==> src/rtl/wkc_pkg.sv <==
// Shared definitions for the receive wake-up controller.
// Assumes two wake sources; source indices are fixed below.
package wkc_pkg;
    localparam int NUM_SRC   = 2;
    localparam int SRC_MAGIC = 0;
    localparam int SRC_WFRM  = 1;
    localparam int CSR_W     = 3;

    typedef logic [NUM_SRC-1:0] src_vec_t;

    // Control write layout: bit2 wake-pattern enable, bit1 magic enable, bit0 power-down set
    typedef struct packed {
        logic wfrm_en;
        logic magic_en;
        logic pd_set;
    } ctrl_wr_t;
endpackage

==> src/rtl/wkc_hit_qual.sv <==
// Qualifies detector hits per frame. A hit on any beat of a frame is held
// until the end beat. At the end beat it becomes a wake event if the frame
// CRC is good, the block is in power-down and the source is enabled.
// Assumes frames are well formed (start beat before end beat).
module wkc_hit_qual
    import wkc_pkg::*;
(
    input  logic     clk,
    input  logic     rst_n,
    input  logic     rx_valid,
    input  logic     rx_sof,
    input  logic     rx_eof,
    input  logic     rx_crc_ok,
    input  src_vec_t hit,
    input  src_vec_t src_en,
    input  logic     pd,
    output src_vec_t wake_ev
);
    logic frame_end_good;
    assign frame_end_good = rx_valid & rx_eof & rx_crc_ok & pd;

    for (genvar i = 0; i < NUM_SRC; i++) begin : g_src
        logic pend_q;
        logic seen;

        // Holds a hit seen earlier in the current frame; restarts at each frame start
        always_ff @(posedge clk) begin
            if (!rst_n)                  pend_q <= 1'b0;
            else if (rx_valid && rx_sof) pend_q <= hit[i] & ~rx_eof;
            else if (rx_valid && rx_eof) pend_q <= 1'b0;
            else if (rx_valid && hit[i]) pend_q <= 1'b1;
        end

        // A stale pending bit is ignored on a start beat
        assign seen       = (pend_q & ~rx_sof) | (rx_valid & hit[i]);
        assign wake_ev[i] = frame_end_good & src_en[i] & seen;
    end

    // A wake event needs an end beat with good CRC
    assert_wake_needs_good_end_R8: assert property (@(posedge clk) disable iff (!rst_n)
        (|wake_ev) |-> (rx_valid && rx_eof && rx_crc_ok));
endmodule

==> src/rtl/wkc_csr.sv <==
// Control and status state: source enables, power-down bit and sticky wake flags.
// A wake event clears power-down and sets the flag of its source. A status read
// clears the flags unless a wake event arrives in the same cycle.
module wkc_csr
    import wkc_pkg::*;
(
    input  logic     clk,
    input  logic     rst_n,
    input  logic     csr_wr,
    input  ctrl_wr_t csr_wdata,
    input  logic     csr_rd,
    input  src_vec_t wake_ev,
    output logic     pd,
    output src_vec_t src_en,
    output src_vec_t flags,
    output logic     irq
);
    logic pd_q;
    src_vec_t en_q;
    src_vec_t flag_q;

    // Source enables are loaded on every control write
    always_ff @(posedge clk) begin
        if (!rst_n) begin
            en_q <= '0;
        end else if (csr_wr) begin
            en_q[SRC_MAGIC] <= csr_wdata.magic_en;
            en_q[SRC_WFRM]  <= csr_wdata.wfrm_en;
        end
    end

    // Power-down is set by software and cleared only by a wake event
    always_ff @(posedge clk) begin
        if (!rst_n)                         pd_q <= 1'b0;
        else if (|wake_ev)                  pd_q <= 1'b0;
        else if (csr_wr && csr_wdata.pd_set) pd_q <= 1'b1;
    end

    for (genvar i = 0; i < NUM_SRC; i++) begin : g_flag
        // Sticky flag per source; a wake event wins over a read clear
        always_ff @(posedge clk) begin
            if (!rst_n)          flag_q[i] <= 1'b0;
            else if (wake_ev[i]) flag_q[i] <= 1'b1;
            else if (csr_rd)     flag_q[i] <= 1'b0;
        end
    end

    assign pd     = pd_q;
    assign src_en = en_q;
    assign flags  = flag_q;
    assign irq    = |flag_q;

    // A wake event always leaves power-down
    assert_wake_exits_pd_R5: assert property (@(posedge clk) disable iff (!rst_n)
        (|wake_ev) |=> !pd_q);
    // Power-down is left only after a wake event
    assert_pd_exit_only_on_wake_R7: assert property (@(posedge clk) disable iff (!rst_n)
        $fell(pd_q) |-> $past(|wake_ev));
    // A read without a wake event empties the flags
    assert_read_clears_R10: assert property (@(posedge clk) disable iff (!rst_n)
        (csr_rd && !(|wake_ev)) |=> (flag_q == '0));
    // The flags hold when there is no read and no wake event
    assert_flags_hold_R11: assert property (@(posedge clk) disable iff (!rst_n)
        (!csr_rd && !(|wake_ev)) |=> $stable(flag_q));
endmodule

==> src/rtl/wkc_fwd_gate.sv <==
// Per-frame forward gate. The pass or drop decision is taken on the start beat
// from the power-down state and held for the rest of the frame, so no frame is
// ever forwarded in part.
module wkc_fwd_gate (
    input  logic clk,
    input  logic rst_n,
    input  logic rx_valid,
    input  logic rx_sof,
    input  logic rx_eof,
    input  logic pd,
    output logic fwd_valid,
    output logic fwd_sof,
    output logic fwd_eof
);
    logic pass_q;
    logic pass_now;

    // Latches the pass decision at each frame start
    always_ff @(posedge clk) begin
        if (!rst_n)                  pass_q <= 1'b0;
        else if (rx_valid && rx_sof) pass_q <= ~pd;
    end

    assign pass_now  = rx_sof ? ~pd : pass_q;
    assign fwd_valid = rx_valid & pass_now;
    assign fwd_sof   = fwd_valid & rx_sof;
    assign fwd_eof   = fwd_valid & rx_eof;

    // A frame starting in power-down is not forwarded
    assert_drop_at_start_R4: assert property (@(posedge clk) disable iff (!rst_n)
        (rx_valid && rx_sof && pd) |-> !fwd_valid);
    // A forwarded middle beat belongs to a frame whose start was forwarded
    assert_no_partial_R3: assert property (@(posedge clk) disable iff (!rst_n)
        (rx_valid && rx_sof && !rx_eof && pd) |=> (!(rx_valid && !rx_sof) || !fwd_valid));
endmodule

==> src/rtl/rxwake_ctrl.sv <==
// Top of the receive wake-up controller. It joins the hit qualifier, the
// control and status state and the forward gate. Assumes single-cycle hit
// pulses aligned to receive beats and at least one cycle between an end beat
// and the next start beat.
module rxwake_ctrl
    import wkc_pkg::*;
(
    input  logic             clk,
    input  logic             rst_n,
    input  logic             csr_wr,
    input  logic [CSR_W-1:0] csr_wdata,
    input  logic             csr_rd,
    input  logic             rx_valid,
    input  logic             rx_sof,
    input  logic             rx_eof,
    input  logic             rx_crc_ok,
    input  logic             magic_hit,
    input  logic             wfrm_hit,
    output logic             fwd_valid,
    output logic             fwd_sof,
    output logic             fwd_eof,
    output logic             pd_active,
    output logic             wake_magic,
    output logic             wake_wfrm,
    output logic             wake_irq
);
    src_vec_t hit_vec;
    src_vec_t en_vec;
    src_vec_t wake_ev;
    src_vec_t flag_vec;
    logic     pd;
    ctrl_wr_t wr_fields;

    assign hit_vec[SRC_MAGIC] = magic_hit;
    assign hit_vec[SRC_WFRM]  = wfrm_hit;
    assign wr_fields          = ctrl_wr_t'(csr_wdata);

    wkc_hit_qual u_qual (
        .clk       (clk),
        .rst_n     (rst_n),
        .rx_valid  (rx_valid),
        .rx_sof    (rx_sof),
        .rx_eof    (rx_eof),
        .rx_crc_ok (rx_crc_ok),
        .hit       (hit_vec),
        .src_en    (en_vec),
        .pd        (pd),
        .wake_ev   (wake_ev)
    );

    wkc_csr u_csr (
        .clk       (clk),
        .rst_n     (rst_n),
        .csr_wr    (csr_wr),
        .csr_wdata (wr_fields),
        .csr_rd    (csr_rd),
        .wake_ev   (wake_ev),
        .pd        (pd),
        .src_en    (en_vec),
        .flags     (flag_vec),
        .irq       (wake_irq)
    );

    wkc_fwd_gate u_gate (
        .clk       (clk),
        .rst_n     (rst_n),
        .rx_valid  (rx_valid),
        .rx_sof    (rx_sof),
        .rx_eof    (rx_eof),
        .pd        (pd),
        .fwd_valid (fwd_valid),
        .fwd_sof   (fwd_sof),
        .fwd_eof   (fwd_eof)
    );

    assign pd_active  = pd;
    assign wake_magic = flag_vec[SRC_MAGIC];
    assign wake_wfrm  = flag_vec[SRC_WFRM];

    // The interrupt follows the flags: no interrupt with both flags clear
    assert_irq_matches_flags_R6: assert property (@(posedge clk) disable iff (!rst_n)
        wake_irq == (wake_magic || wake_wfrm));
endmodule

==> config.mk <==
export PLATFORM = sky130hd
export DESIGN_NAME = rxwake_ctrl
export DESIGN_NICKNAME = d
export VERILOG_FILES = /design/src/rtl/wkc_pkg.sv /design/src/rtl/wkc_hit_qual.sv /design/src/rtl/wkc_csr.sv /design/src/rtl/wkc_fwd_gate.sv /design/src/rtl/rxwake_ctrl.sv
export SDC_FILE = /design/constraint.sdc
export NUM_CORES = 1
export LEC_CHECK = 0
export BUFFER_PORTS_ARGS = -buffer_cell sky130_fd_sc_hd__buf_2
export CAP_MARGIN = 20
export CORE_AREA = 2 2 39 41
export CTS_CLUSTER_DIAMETER = 200
export DETAILED_ROUTE_END_ITERATION = 8
export DIE_AREA = 0 0 41 43
export PLACE_DENSITY_LB_ADDON = 0.1
export SLEW_MARGIN = 20
export SYNTH_ARGS = -nofsm -noshare
export SYNTH_HDL_FRONTEND = slang
export SYNTH_HIERARCHICAL = 1
export SYNTH_SLANG_ARGS = --single-unit
==> constraint.sdc <==
create_clock -name clk -period 1.3 [get_ports clk]
set_input_delay 0.325 -clock clk [delete_from_list [all_inputs] [get_ports clk]]
set_output_delay 0.325 -clock clk [all_outputs]
set_load 0.01 [all_outputs]
==> results of run 1 <==
## per-layer routing
layer / up-vias / global-route usage
met5: - / 0
met3: 0 / 0.0157
met4: 0 / 0.0800
met1: 169 / 0.147
met2: 12 / 0.156
li1: 201 / -
## worst reg2reg max path, delay by kind of cell (launching register included)
| kind | cells | cell delay, ns |
|---|---|---|
| simple gates | 1 | 0.12 |
| compound gates | 2 | 0.53 |
| flops | 1 | 0.34 |
## timing repair
item                                   in CTS  in global routing
setup buffers                               0                  0
pin swaps                                   1                  2
resized for setup                           4                  2
setup endpoints to repair                   2                  1
endpoints found under the hold margin       0                  0
## path summary, 6_finish.rpt
path,from,to,slack [ns],depth (start not counted)
setup / recovery,u_csr/pd,fwd_eof,0.04,3
hold / removal,csr_wdata[2],u_csr/src_en[1],0.33,3
setup reg to reg,u_csr/pd,u_csr/flags[1],0.24,3
hold reg to reg,u_qual/g_src[0].pend_q,u_qual/g_src[0].pend_q,0.47,2
## through the flow
stage                     setup slack [ns]  setup TNS [ns]
final                               0.0365               0
after global routing               -0.0159         -0.0159
after CTS                          0.00722               0
after detailed placement            0.0702               0
after global placement              0.0847               0
after floorplan                      0.239               0
## final cells by class
| cell class | count | share of cell area |
|---|---|---|
| clock buffer | 3 | 0.0409 |
| multi-input combinational | 31 | 0.393 |
| tap | 16 | 0.0364 |
| timing repair buffer | 21 | 0.211 |
| sequential | 8 | 0.298 |
| inverter | 3 | 0.0205 |
## where the power goes
part	switching, mW	internal [mW]	leakage (nW)
clock	0.0822	0.106	0.0138
sequential	0.00692	0.257	0.0667
combinational	0.0412	0.0413	0.177
## Yosys cell counts (all sizes together)
library cell  instances
a211oi                2
nor2                  1
dfxtp                 8
nand2b                3
o21a                  3
o22ai                 2
nor4b                 1
o2111a                1
inv                   3
nor2b                 4
a311oi                1
a21oi                 2
nand4                 1
o211a                 1
mux2i                 2
nand2                 6
or2                   1
## cells by family (layout without fill, tap and decap cells)
group                  Yosys count  in the layout
AOI/OAI and AO/OA               12             12
buffers and inverters            3             27
DFF                              8              8
muxes                            2              2
and+or+nand+nor                 17             17
## state kept, by name (all words and copies together) (netlist names)
name	count
u_csr/pd	1
u_csr/flags	2
u_qual/g_src.pend_q	2
u_csr/src_en	2
u_gate/pass_q	1
==> results.toml, run 1 <==
[run_status]
status = "finished clean"

[clock_network]
htree_levels = 1
cts_tree = "yes"
clk_latency_ns = 0.25
cts-hold-fix-buffers = 0
clock_sinks = 8
path_clk_slew_ns = 0.05
clockRootBuffer = "clkbuf_4"
cts_buffers = 3
clockBufferDepth = 2

[logic_synthesis]
synth-adder-area-share = 0
syn-cell-area_sq_um = 383
yosys.area.top_type = "dfxtp_1"
synth.avg_cell_area_sq_um = 9.12
seq_area_frac_synth = 0.418
ys_ff_latch = 8
synth_top_area_frac = 0.418
synth-compound-area-share = 0.245
netlist_top_cells_area = "dfxtp_1 42%, nor2b_1 6.5%, nand2_1 5.9%"
ys_types = 18
synth_top_family_by_area = "simple AND/OR/NAND/NOR gates"
synth-simple-area-share = 0.255
ys.warnings.count = 6
yosys.area_share.xor_xnor = 0
synthCells = 42
muxShareOfSynthArea = 0.0523
syn_nets = 55

[route]
drt_iter0_drc = 5
top_layer = "met3"
wl_met2_microns = 404
wl_met1_microns = 435
ant_nets = 0
wirelength_microns = 898
via_count = 382
via_per_inst = 4.66
met3_length_microns = 58
dr.pass1.iters = 2
wire_per_inst_microns = 11.0
drcViolationCount = 0

[floorplanning]
rows = 14
initial_core_util = 0.277
core_sq_um = 1380
die_w_microns = 41
dieArea_sq_um = 1760
die_y_microns = 43
io_pins = 20

[grt]
overflow = 0
antenna_found_initial = 0
grt_pass1_vias = 351
track_usage = 0.111
grt_max_degree = 10
grt_pass1_wl_microns = 1350

[pwr]
power_mw = 0.534
power_density_nw_per_um2 = 970
ir_drop_mv = 0.426
leakage_nw = 0.258

[timing]
finalMaxSlewViolations = 0
final_hold_viol_count = 0
period_share = 0.972
grt_setup_unrepaired = "yes"
worst_slew_pin_slew_ns = 0.390
max_freq_ghz = 0.791
timing.hold.ws_ns = 0.331
finalSetupViolCount = 0
max_slew_margin = 0.738
min_period_ns = 1.26
clock_skew_ns = 0.00296

[layout]
drive_gt1_frac = 0.470
syn_to_final_growth_pct = 43.8
num_antenna_cells = 0
layout_commonest_cell = "buf_2"
layout_common_cells = "18 x buf_2, 5 x dfxtp_1, 5 x nand2_1"
layout.area.seq_sq_um = 164
final_core_util = 0.398
stdcell_area_sq_um = 551
fillers = 154
multi_input_area_sq_um = 216
layoutNonFillerInstCount = 82
fin_nets = 81

[placed_design]
hpwl_microns = 725
portBuffers = 19
place_area_sq_um = 513
place.gp.congestion = 0.593
placed_cells = 79

[hold_path]
hp-class = "input pin to register"

[setup_path]
crit_path_cell_trace = "nand2_2 > o2111a_1 > buf_2"
cpMaxStageDelayCell = "dfxtp_2"
cp.arrival_ns = 0.94
slowest_delay_ns = 0.33
worstPathMaxFanout = 3
critPathBufInv = 1
critical_path.top_delay_family = "flip-flops"
cp.required_ns = 0.98
start_kind = "register"
cp-end-kind = "primary output"
critical_path_class = "register to primary output"

[flow_run]
drv_cap = 0
(Power assumes the default switching activity.)
==> run 2, diff against run 1 <==
- CAP_MARGIN: 20 -> 10
- CELL_PAD_IN_SITES_DETAIL_PLACEMENT: default -> 1
- CELL_PAD_IN_SITES_GLOBAL_PLACEMENT: default -> 1
- CORE_AREA: 2 2 39 41 -> default
- CORE_MARGIN: default -> 2
- CORE_UTILIZATION: default -> 28
- DIE_AREA: 0 0 41 43 -> default
- SYNTH_HIERARCHICAL: 1 -> default
==> run 2 against run 1 <==
Effect of this change: the flow now finishes with violations (negative setup slack); sequential cell count stayed put; wire length is 6.6% lower; combinational power is 7.0% higher; via count stayed put; clock skew is 0.0016 ns lower; power is 0.74% higher; global-route usage is 1.6 points higher; area after synthesis is 0.65% lower.
==> results.toml, run 2 <==
[layout]
fin_nets = 82
syn_to_final_growth_pct = 43.7
layout_common_cells = "18 x buf_2, 8 x nor2b_1, 7 x dfxtp_1"
num_antenna_cells = 0
layout_commonest_cell = "buf_2"
stdcell_area_sq_um = 547
final_core_util = 0.426
drive_gt1_frac = 0.433

[setup_path]
critical_path_class = "register to primary output"
reg2reg_from = "u_qual.g_src[0].pend_q"
worstRegToRegCells = 4
reg2reg_slack_ns = 0.36
cp.required_ns = 0.98
cp-end-kind = "primary output"
start_kind = "register"
worstPathMaxFanout = 2
worstSetupEndpoint = "fwd_eof"
cp.arrival_ns = 1.03
startpoint = "u_gate.pass_q"
rr_endpoint = "u_csr.flags[0]"

[logic_synthesis]
synth_top_area_frac = 0.421
synth_top_family_by_area = "simple AND/OR/NAND/NOR gates"
ys_ff_latch = 8
netlist_top_cells_area = "dfxtp_1 42%, nor2b_1 13%, and2_1 8.2%"
synthCells = 43
yosys.area.top_type = "dfxtp_1"
synth-simple-area-share = 0.309
muxShareOfSynthArea = 0.0789
ys_types = 15
synth-compound-area-share = 0.161
synth.avg_cell_area_sq_um = 8.85
yosys.area_share.xor_xnor = 0
seq_area_frac_synth = 0.421
synth_ff_type = "dfxtp_1"
synth_common_cells = "8 x dfxtp_1, 8 x nor2b_1, 5 x and2_1"
syn-cell-area_sq_um = 380
ys_async_sr_fraction = 0
synth_edf_count = 0
ys.warnings.count = 0
synth-adder-area-share = 0
syn_nets = 56

[timing]
period_share = 1.04
timing.hold.ws_ns = 0.333
grt_setup_unrepaired = "yes"
clock_skew_ns = 0.00139
finalMaxSlewViolations = 0
max_freq_ghz = 0.738
finalSetupViolCount = 2
fin_ws_ns = -0.0552
worst_slew_pin_slew_ns = 0.192
max_slew_margin = 0.871
final_hold_viol_count = 0
min_period_ns = 1.36

[grt]
overflow = 0
antenna_found_initial = 0
grt_pass1_wl_microns = 1290
grt_max_degree = 9
track_usage = 0.127
grt_pass1_vias = 332

[route]
dr.pass1.iters = 2
via_count = 382
wirelength_microns = 839
drcViolationCount = 0
ant_nets = 0
via_per_inst = 4.66
wire_per_inst_microns = 10.2
drt_iter0_drc = 3

[floorplanning]
die_w_microns = 40.9
die_y_microns = 40.9
dieArea_sq_um = 1670
core_sq_um = 1280
initial_core_util = 0.296
rows = 13
io_pins = 20

[run_status]
status = "finished, violations left"
failed_checks = "negative setup slack"

[clock_network]
clock_sinks = 8
clk_latency_ns = 0.25
htree_levels = 1
clockBufferDepth = 2
clockRootBuffer = "clkbuf_4"
cts_tree = "yes"
path_clk_slew_ns = 0.05
cts_buffers = 3

[placed_design]
portBuffers = 19
place.gp.congestion = 0.602
place_area_sq_um = 509

[flow_run]
drv_cap = 0

[pwr]
power_density_nw_per_um2 = 984
leakage_nw = 0.258
ir_drop_mv = 0.510
power_mw = 0.538

[hold_path]
hp-class = "input pin to register"
-- run 2: report_power, final --
group / switching, mW / total (mW) / internal, mW
clock: 0.0828 / 0.188 / 0.106
combinational: 0.0410 / 0.0882 / 0.0472
sequential: 0.00536 / 0.262 / 0.256
total: 0.129 / 0.538 / 0.409
-- run 2: repair_timing --
item	4_1_cts	5_1_grt
pin swaps	2	1
setup endpoints to repair	3	3
resized for setup	3	2
buffers inserted	0	0
hold buffers	0	0
-- run 2: kinds of logic (layout without fill, tap and decap cells) --
group | after synthesis | in the layout
AOI/OAI and AO/OA | 10 | 10
and+or+nand+nor | 19 | 19
muxes | 3 | 3
DFF | 8 | 8
buffers and inverters | 3 | 27
-- run 2: stage by stage --
stage / worst slack [ns] / cells / TNS, ns
2_1_floorplan: 0.259 / 43 / 0
3_3_place_gp: 0.0777 / 79 / 0
3_5_place_dp: 0.0578 / 79 / 0
4_1_cts: -0.0643 / 82 / -0.0980
5_1_grt: -0.140 / 82 / -0.227
6_report: -0.0552 / 82 / -0.0809
-- run 2: cell type report --
type,instances,area [sq um]
Fill cell,167,738
Multi-Input combinational cell,32,216
Sequential cell,8,161
Timing Repair Buffer,21,116
Clock buffer,3,22.5
Tap cell,15,18.8
Inverter,3,11.3
-- run 2: critical path, stage by stage (launching register included) --
cell	delay (ns)
dfxtp_2	0.33
inv_2	0.03
mux2i_1	0.14
and3_1	0.16
buf_2	0.12
-- run 2: metal layers --
layer	global-route usage	vias up	share of wire
met4	0.0250	0	0
met1	0.121	174	0.42
met3	0.0978	0	0.093
met5	0	-	0
li1	-	196	-
met2	0.215	12	0.48
-- run 2: how the worst min path moves through the flow --
stage,cells after the start,end,slack [ns],startpoint
floorplan,1,u_csr.flags[0],0.45,rst_n
global placement,2,u_gate.pass_q,0.50,u_gate.pass_q
detailed placement,2,u_csr.src_en[0],0.51,u_csr.src_en[0]
CTS,3,u_csr.src_en[0],0.33,csr_wdata[1]
global route,3,u_csr.src_en[0],0.33,csr_wdata[1]
finish,3,u_csr.src_en[0],0.33,csr_wdata[1]
